===== src/rtl/mcyc_pkg.sv =====
package mcyc_pkg;

  localparam int STATE_W = 4;

  typedef enum logic [STATE_W-1:0] {
    S_FETCH    = 4'b0000,
    S_DECODE   = 4'b0001,
    S_BR_TAKE  = 4'b0010,
    S_BR_SKIP  = 4'b0011,
    S_RR_EXEC  = 4'b0100,
    S_RR_WB    = 4'b0101,
    S_ORI_EXEC = 4'b0110,
    S_ORI_WB   = 4'b0111,
    S_LD_ADDR  = 4'b1000,
    S_LD_MEM   = 4'b1001,
    S_LD_WB    = 4'b1010,
    S_ST_ADDR  = 4'b1011,
    S_ST_MEM   = 4'b1100,
    S_SPARE_D  = 4'b1101,
    S_SPARE_E  = 4'b1110,
    S_SPARE_F  = 4'b1111
  } state_e;

  localparam logic [1:0] FN_ADD = 2'd0;
  localparam logic [1:0] FN_OR  = 2'd1;
  localparam logic [1:0] FN_FUN = 2'd2;

  typedef struct packed {
    logic       ir_en;
    logic       a_en;
    logic       b_en;
    logic       r_en;
    logic       m_en;
    logic       pc_en;
    logic       pc_sel;
    logic       ext_sign;
    logic       alu_src_imm;
    logic [1:0] alu_fn;
    logic       imem_rd;
    logic       dmem_rd;
    logic       dmem_wr;
    logic       rf_wr;
    logic       rf_dst_rd;
    logic       rf_src_mem;
  } ctrl_t;

endpackage


===== src/rtl/mcyc_next_state.sv =====
module mcyc_next_state
  import mcyc_pkg::*;
#(
  parameter int OP_W = 6,
  parameter logic [OP_W-1:0] OP_RR  = 6'b000000,
  parameter logic [OP_W-1:0] OP_BEQ = 6'b000100,
  parameter logic [OP_W-1:0] OP_ORI = 6'b001101,
  parameter logic [OP_W-1:0] OP_LD  = 6'b100011,
  parameter logic [OP_W-1:0] OP_ST  = 6'b101011
) (
  input  state_e          cur,
  input  logic [OP_W-1:0] opcode,
  input  logic            equal,
  output state_e          nxt
);

  state_e dispatch;

  // Class dispatch, used only when leaving decode
  always_comb begin
    if (opcode == OP_BEQ)      dispatch = equal ? S_BR_TAKE : S_BR_SKIP;
    else if (opcode == OP_RR)  dispatch = S_RR_EXEC;
    else if (opcode == OP_ORI) dispatch = S_ORI_EXEC;
    else if (opcode == OP_LD)  dispatch = S_LD_ADDR;
    else if (opcode == OP_ST)  dispatch = S_ST_ADDR;
    else                       dispatch = S_FETCH;
  end

  always_comb begin
    case (cur)
      S_FETCH:    nxt = S_DECODE;
      S_DECODE:   nxt = dispatch;
      S_RR_EXEC:  nxt = S_RR_WB;
      S_ORI_EXEC: nxt = S_ORI_WB;
      S_LD_ADDR:  nxt = S_LD_MEM;
      S_LD_MEM:   nxt = S_LD_WB;
      S_ST_ADDR:  nxt = S_ST_MEM;
      default:    nxt = S_FETCH;   // terminal and spare codes
    endcase
  end

endmodule


===== src/rtl/mcyc_ctrl_decode.sv =====
module mcyc_ctrl_decode
  import mcyc_pkg::*;
(
  input  state_e st,
  output ctrl_t  ctl
);

  always_comb begin
    ctl = '0;
    case (st)
      S_FETCH: begin
        ctl.imem_rd = 1'b1;
        ctl.ir_en   = 1'b1;
      end
      S_DECODE: begin
        ctl.a_en = 1'b1;
        ctl.b_en = 1'b1;
      end
      S_BR_TAKE: begin
        ctl.pc_en    = 1'b1;
        ctl.pc_sel   = 1'b1;
        ctl.ext_sign = 1'b1;
      end
      S_BR_SKIP: begin
        ctl.pc_en = 1'b1;
      end
      S_RR_EXEC: begin
        ctl.r_en   = 1'b1;
        ctl.alu_fn = FN_FUN;
      end
      S_RR_WB: begin
        ctl.rf_wr     = 1'b1;
        ctl.rf_dst_rd = 1'b1;
        ctl.pc_en     = 1'b1;
      end
      S_ORI_EXEC: begin
        ctl.r_en        = 1'b1;
        ctl.alu_src_imm = 1'b1;
        ctl.alu_fn      = FN_OR;
      end
      S_ORI_WB: begin
        ctl.rf_wr = 1'b1;
        ctl.pc_en = 1'b1;
      end
      S_LD_ADDR, S_ST_ADDR: begin
        ctl.r_en        = 1'b1;
        ctl.alu_src_imm = 1'b1;
        ctl.ext_sign    = 1'b1;
        ctl.alu_fn      = FN_ADD;
      end
      S_LD_MEM: begin
        ctl.dmem_rd = 1'b1;
        ctl.m_en    = 1'b1;
      end
      S_LD_WB: begin
        ctl.rf_wr      = 1'b1;
        ctl.rf_src_mem = 1'b1;
        ctl.pc_en      = 1'b1;
      end
      S_ST_MEM: begin
        ctl.dmem_wr = 1'b1;
        ctl.pc_en   = 1'b1;
      end
      default: ctl = '0;
    endcase
  end

endmodule


===== src/rtl/mcyc_ctrl.sv =====
module mcyc_ctrl
  import mcyc_pkg::*;
#(
  parameter int OP_W    = 6,
  parameter bit REG_OUT = 1'b1,
  parameter logic [OP_W-1:0] OP_RR  = 6'b000000,
  parameter logic [OP_W-1:0] OP_BEQ = 6'b000100,
  parameter logic [OP_W-1:0] OP_ORI = 6'b001101,
  parameter logic [OP_W-1:0] OP_LD  = 6'b100011,
  parameter logic [OP_W-1:0] OP_ST  = 6'b101011
) (
  input  logic              clk,
  input  logic              rst,
  input  logic [OP_W-1:0]   opcode,
  input  logic              equal,
  output logic [STATE_W-1:0] state_o,
  output logic              ir_en,
  output logic              a_en,
  output logic              b_en,
  output logic              r_en,
  output logic              m_en,
  output logic              pc_en,
  output logic              pc_sel,
  output logic              ext_sign,
  output logic              alu_src_imm,
  output logic [1:0]        alu_fn,
  output logic              imem_rd,
  output logic              dmem_rd,
  output logic              dmem_wr,
  output logic              rf_wr,
  output logic              rf_dst_rd,
  output logic              rf_src_mem
);

  state_e state_q;
  state_e state_d;
  ctrl_t  ctl;

  mcyc_next_state #(
    .OP_W(OP_W), .OP_RR(OP_RR), .OP_BEQ(OP_BEQ),
    .OP_ORI(OP_ORI), .OP_LD(OP_LD), .OP_ST(OP_ST)
  ) u_next (
    .cur    (state_q),
    .opcode (opcode),
    .equal  (equal),
    .nxt    (state_d)
  );

  always_ff @(posedge clk) begin
    if (rst) state_q <= S_FETCH;
    else     state_q <= state_d;
  end

  generate
    if (REG_OUT) begin : g_reg_out
      state_e dec_in;
      ctrl_t  ctl_d;
      ctrl_t  ctl_q;
      assign dec_in = rst ? S_FETCH : state_d;
      mcyc_ctrl_decode u_dec (.st(dec_in), .ctl(ctl_d));
      always_ff @(posedge clk) ctl_q <= ctl_d;
      assign ctl = ctl_q;
    end else begin : g_comb_out
      mcyc_ctrl_decode u_dec (.st(state_q), .ctl(ctl));
    end
  endgenerate

  assign state_o     = state_q;
  assign ir_en       = ctl.ir_en;
  assign a_en        = ctl.a_en;
  assign b_en        = ctl.b_en;
  assign r_en        = ctl.r_en;
  assign m_en        = ctl.m_en;
  assign pc_en       = ctl.pc_en;
  assign pc_sel      = ctl.pc_sel;
  assign ext_sign    = ctl.ext_sign;
  assign alu_src_imm = ctl.alu_src_imm;
  assign alu_fn      = ctl.alu_fn;
  assign imem_rd     = ctl.imem_rd;
  assign dmem_rd     = ctl.dmem_rd;
  assign dmem_wr     = ctl.dmem_wr;
  assign rf_wr       = ctl.rf_wr;
  assign rf_dst_rd   = ctl.rf_dst_rd;
  assign rf_src_mem  = ctl.rf_src_mem;

  AST_RESET_FETCH: assert property (@(posedge clk) rst |=> state_q == S_FETCH);
  AST_FETCH_DECODE: assert property (@(posedge clk) disable iff (rst)
    state_q == S_FETCH |=> state_q == S_DECODE);
  AST_BR_TAKEN: assert property (@(posedge clk) disable iff (rst)
    (state_q == S_DECODE && opcode == OP_BEQ && equal) |=> state_q == S_BR_TAKE);
  AST_BR_SKIP: assert property (@(posedge clk) disable iff (rst)
    (state_q == S_DECODE && opcode == OP_BEQ && !equal) |=> state_q == S_BR_SKIP);
  AST_LOAD_SEQ: assert property (@(posedge clk) disable iff (rst)
    state_q == S_LD_ADDR |=> state_q == S_LD_MEM);
  AST_STORE_SEQ: assert property (@(posedge clk) disable iff (rst)
    state_q == S_ST_ADDR |=> state_q == S_ST_MEM);
  AST_TERMINAL_RETURN: assert property (@(posedge clk) disable iff (rst)
    (state_q inside {S_BR_TAKE, S_BR_SKIP, S_RR_WB, S_ORI_WB, S_LD_WB, S_ST_MEM})
    |=> state_q == S_FETCH);
  AST_MEM_EXCL: assert property (@(posedge clk) disable iff (rst)
    !(dmem_rd && dmem_wr));
  AST_PC_THEN_FETCH: assert property (@(posedge clk) disable iff (rst)
    pc_en |=> state_q == S_FETCH);

endmodule


===== config.mk =====
export PLATFORM = sky130hd
export DESIGN_NAME = mcyc_ctrl
export DESIGN_NICKNAME = d
export VERILOG_FILES = /design/src/rtl/mcyc_pkg.sv /design/src/rtl/mcyc_next_state.sv /design/src/rtl/mcyc_ctrl_decode.sv /design/src/rtl/mcyc_ctrl.sv
export SDC_FILE = /design/constraint.sdc
export NUM_CORES = 1
export LEC_CHECK = 0
export ABC_AREA = 1
export BUFFER_PORTS_ARGS = -buffer_cell sky130_fd_sc_hd__buf_4
export CORE_MARGIN = 2
export CORE_UTILIZATION = 47
export DETAILED_ROUTE_END_ITERATION = 16
export PLACE_DENSITY = 0.76
export SLEW_MARGIN = 15
export SYNTH_ARGS = -nofsm -noshare
export SYNTH_HDL_FRONTEND = slang
export SYNTH_HIERARCHICAL = 1
export SYNTH_SLANG_ARGS = --single-unit

===== constraint.sdc =====
create_clock -name clk -period 2.2 [get_ports clk]
set_input_delay 0.44 -clock clk [delete_from_list [all_inputs] [get_ports clk]]
set_output_delay 0.44 -clock clk [all_outputs]
set_load 0.02 [all_outputs]

==> metrics.cfg <==
[timing]
whs_ns = 0.3966
setup-tns-final_ns = 0
setup_violations = 0
period_minus_slack_ns = 1.817
finalClockSkew_ns = 0.0005696
relSlewSlack_pct = 72.94
fmax_mhz = 550.3
report.final.slew_viol_count = 0
worstMarginPinSlew_ns = 0.4044
rsz0062_at_grt = no
period_share_pct = 82.60
hold_violations = 0

[finish]
fillers = 168
diodes = 0
area_growth_pct = 30.10
fin_area_um2 = 1125
fin_nets = 157
drive_gt1_share_pct = 31.97
postLayoutCoreUtil_pct = 65.14

[logic_synthesis]
yosys-top-cells-area = dfxtp_1 49%, nand2_1 10%, inv_1 9.6%, nor2_1 7.4%, nand3_1 4.6%
synth_top_family_by_area = simple AND/OR/NAND/NOR gates
avgSynthCellArea_um2 = 7.453
syn_area_um2 = 864.6
syn-instance-count = 116
synthSimpleGateAreaFrac_pct = 35.75
ys_ff_latch = 21
yosys_warnings = 6
synth-compound-area-share_pct = 3.039
synth_xor_area_share_pct = 0
yosys.area.top_type_share_pct = 48.63
yosys.area_share.adder_pct = 0
ys_seq_area_share_pct = 48.63
synth_top_area_cell = dfxtp_1
ys_types = 18
synthMuxAreaShare_pct = 0
syn-num-nets = 125

[grt]
grt_pass1_wl_mm = 2.615
antenna_found_initial = 0
grt_start_max_net_pins = 12
grt_usage_pct = 17.48
overflow = 0
grt_pass1_vias = 642

[power_and_ir_drop]
power.share.switching_pct = 23.49
p_int_w = 0.0004978
p_clk_share_pct = 25.9
powerDensity_nw_per_um2 = 578.4
peakVddDrop_v = 0.0005734
power_frac_comb_pct = 13.1
seq_power_share_pct = 61.0
total_leakage_power_nw = 0.6150
switchingPower_w = 0.0001528
power_w = 0.0006506

[setup_path]
crit_path_max_fanout = 6
cp.buffers_inverters = 1
required_ns = 2.44
cp-start-kind = flop
worstPathCellList = nand2_2 > nor3_4 > nand3_1 > o21ai_1 > inv_1 > nor2_1 > nand2_1 > nor2_1 > nand2_2 > nand3_1
critical-path-max-stage-delay_ns = 0.43
cp.arrival_ns = 2.06
path_class = flop to flop
worstSetupEndpointType = flop
path_delay_family = simple AND/OR/NAND/NOR gates
cp_slowest_cell = dfxtp_1

[floorplanning]
ios = 30
core_um2 = 1727
die_h_um = 46.89
dieArea_um2 = 2199
fp-row-count = 15
dieWidth_um = 46.89
start_util_pct = 50.07

[cts]
cts_made_buffers = 3
post_cts_resized = 0
holdBufCountCts = 0
clock_latency_ns = 0.29
cts_max_level = 1
cts_tree = yes
post-cts-setup-buffer-count = 0
cts.clk_slew.worst_paths_ns = 0.10
cts-root-buf = clkbuf_4
max-clock-path-buffers = 2
clock_sinks = 21

[place]
io_buffers = 29
dpl.hpwl_mm = 1.297
place.gp.congestion = 0.8585
placed_area_um2 = 1099

[detailed_routing]
wl_per_cell_um = 9.709
drcViolationCount = 0
wl_mm = 1.670
viasPerCell = 4.314
drt_iter0_drc = 13
num_vias = 742
drtAntennaViolNets = 0
drtPass1Iterations = 4

[outcome]
status = finished, final reports clean

[run]
cap_violations = 0

[worst_hold_path]
hold_class = primary input to flop

## cell usage in the layout (no fill, tap or decap)
cell type	n
a31oi_1	1
nand3_2	1
nor2_2	6
o21a_1	1
nor2_1	17
nor3_1	2
o31ai_1	1
inv_2	1
o21ai_1	1
dfxtp_1	21
nand3_1	8
nand4_1	1
clkbuf_1	1
nand2_2	5
clkbuf_4	3
nand2_1	23
nand3b_1	1
nor3_4	1
buf_4	30
inv_1	22
## final cells by class
type / count / area, um^2 / area share, %
Sequential cell: 21 / 420.4 / 37.37
Multi-Input combinational cell: 69 / 335.3 / 29.81
Clock buffer: 4 / 26.28 / 2.336
Inverter: 23 / 86.33 / 7.675
Timing Repair Buffer: 30 / 225.2 / 20.02
Tap cell: 25 / 31.28 / 2.781
## metal layers
| metal | GRT usage [%] | part of all wire, % | vias up |
|---|---|---|---|
| met1 | 19.57 | 45 | 314 |
| li1 | - | - | 407 |
| met4 | 6.667 | 0.72 | 0 |
| met3 | 7.692 | 6.5 | 2 |
| met2 | 29.32 | 48 | 19 |
| met5 | 0 | 0 | - |
## cells in the mapped netlist (all sizes together)
cell type,instances
inv,23
dfxtp,21
nand2,28
nand3,9
nand4,1
nor2,23
nor3,3
a31oi,1
buf,3
o31ai,1
o21ai,1
nand3b,1
o21a,1
## power groups by stage
stage	combinational, W	sequential (W)	clock (W)
after global placement	0.0000829	0.000405	0
after global routing	0.0000933	0.000398	0.000196
after detailed placement	0.0000851	0.000405	0
after floorplan	0.0000359	0.000419	0
final	0.0000850	0.000397	0.000169
after CTS	0.0000855	0.000397	0.000178
## sequential cells by signal (all words and copies together) (netlist names)
signal / flops
a_en: 1
alu_fn: 2
alu_src_imm: 1
b_en: 1
dmem_rd: 1
dmem_wr: 1
ext_sign: 1
imem_rd: 1
ir_en: 1
m_en: 1
pc_en: 1
pc_sel: 1
r_en: 1
rf_dst_rd: 1
rf_src_mem: 1
rf_wr: 1
state_o: 4
## through the flow
stage	setup WS (ns)	instances
2_1_floorplan	0.4847	116
3_3_place_gp	0.2443	168
3_5_place_dp	0.1922	168
4_1_cts	0.3814	172
5_1_grt	0.1803	172
6_report	0.3829	172
## logic make-up after synthesis
group	count (synthesis)
simple gates	65
buf+inv	26
compound gates	4
flops	21
## final timing paths
path | to | slack (ns) | from | depth (start not counted)
worst max-delay path | r_en | 0.38 | state_o[0] | 10
worst min-delay path | state_o[2] | 0.40 | rst | 2
worst max register to register | r_en | 0.38 | state_o[0] | 10
worst min register to register | state_o[3] | 0.75 | state_o[3] | 4
(Power assumes the default switching activity.)
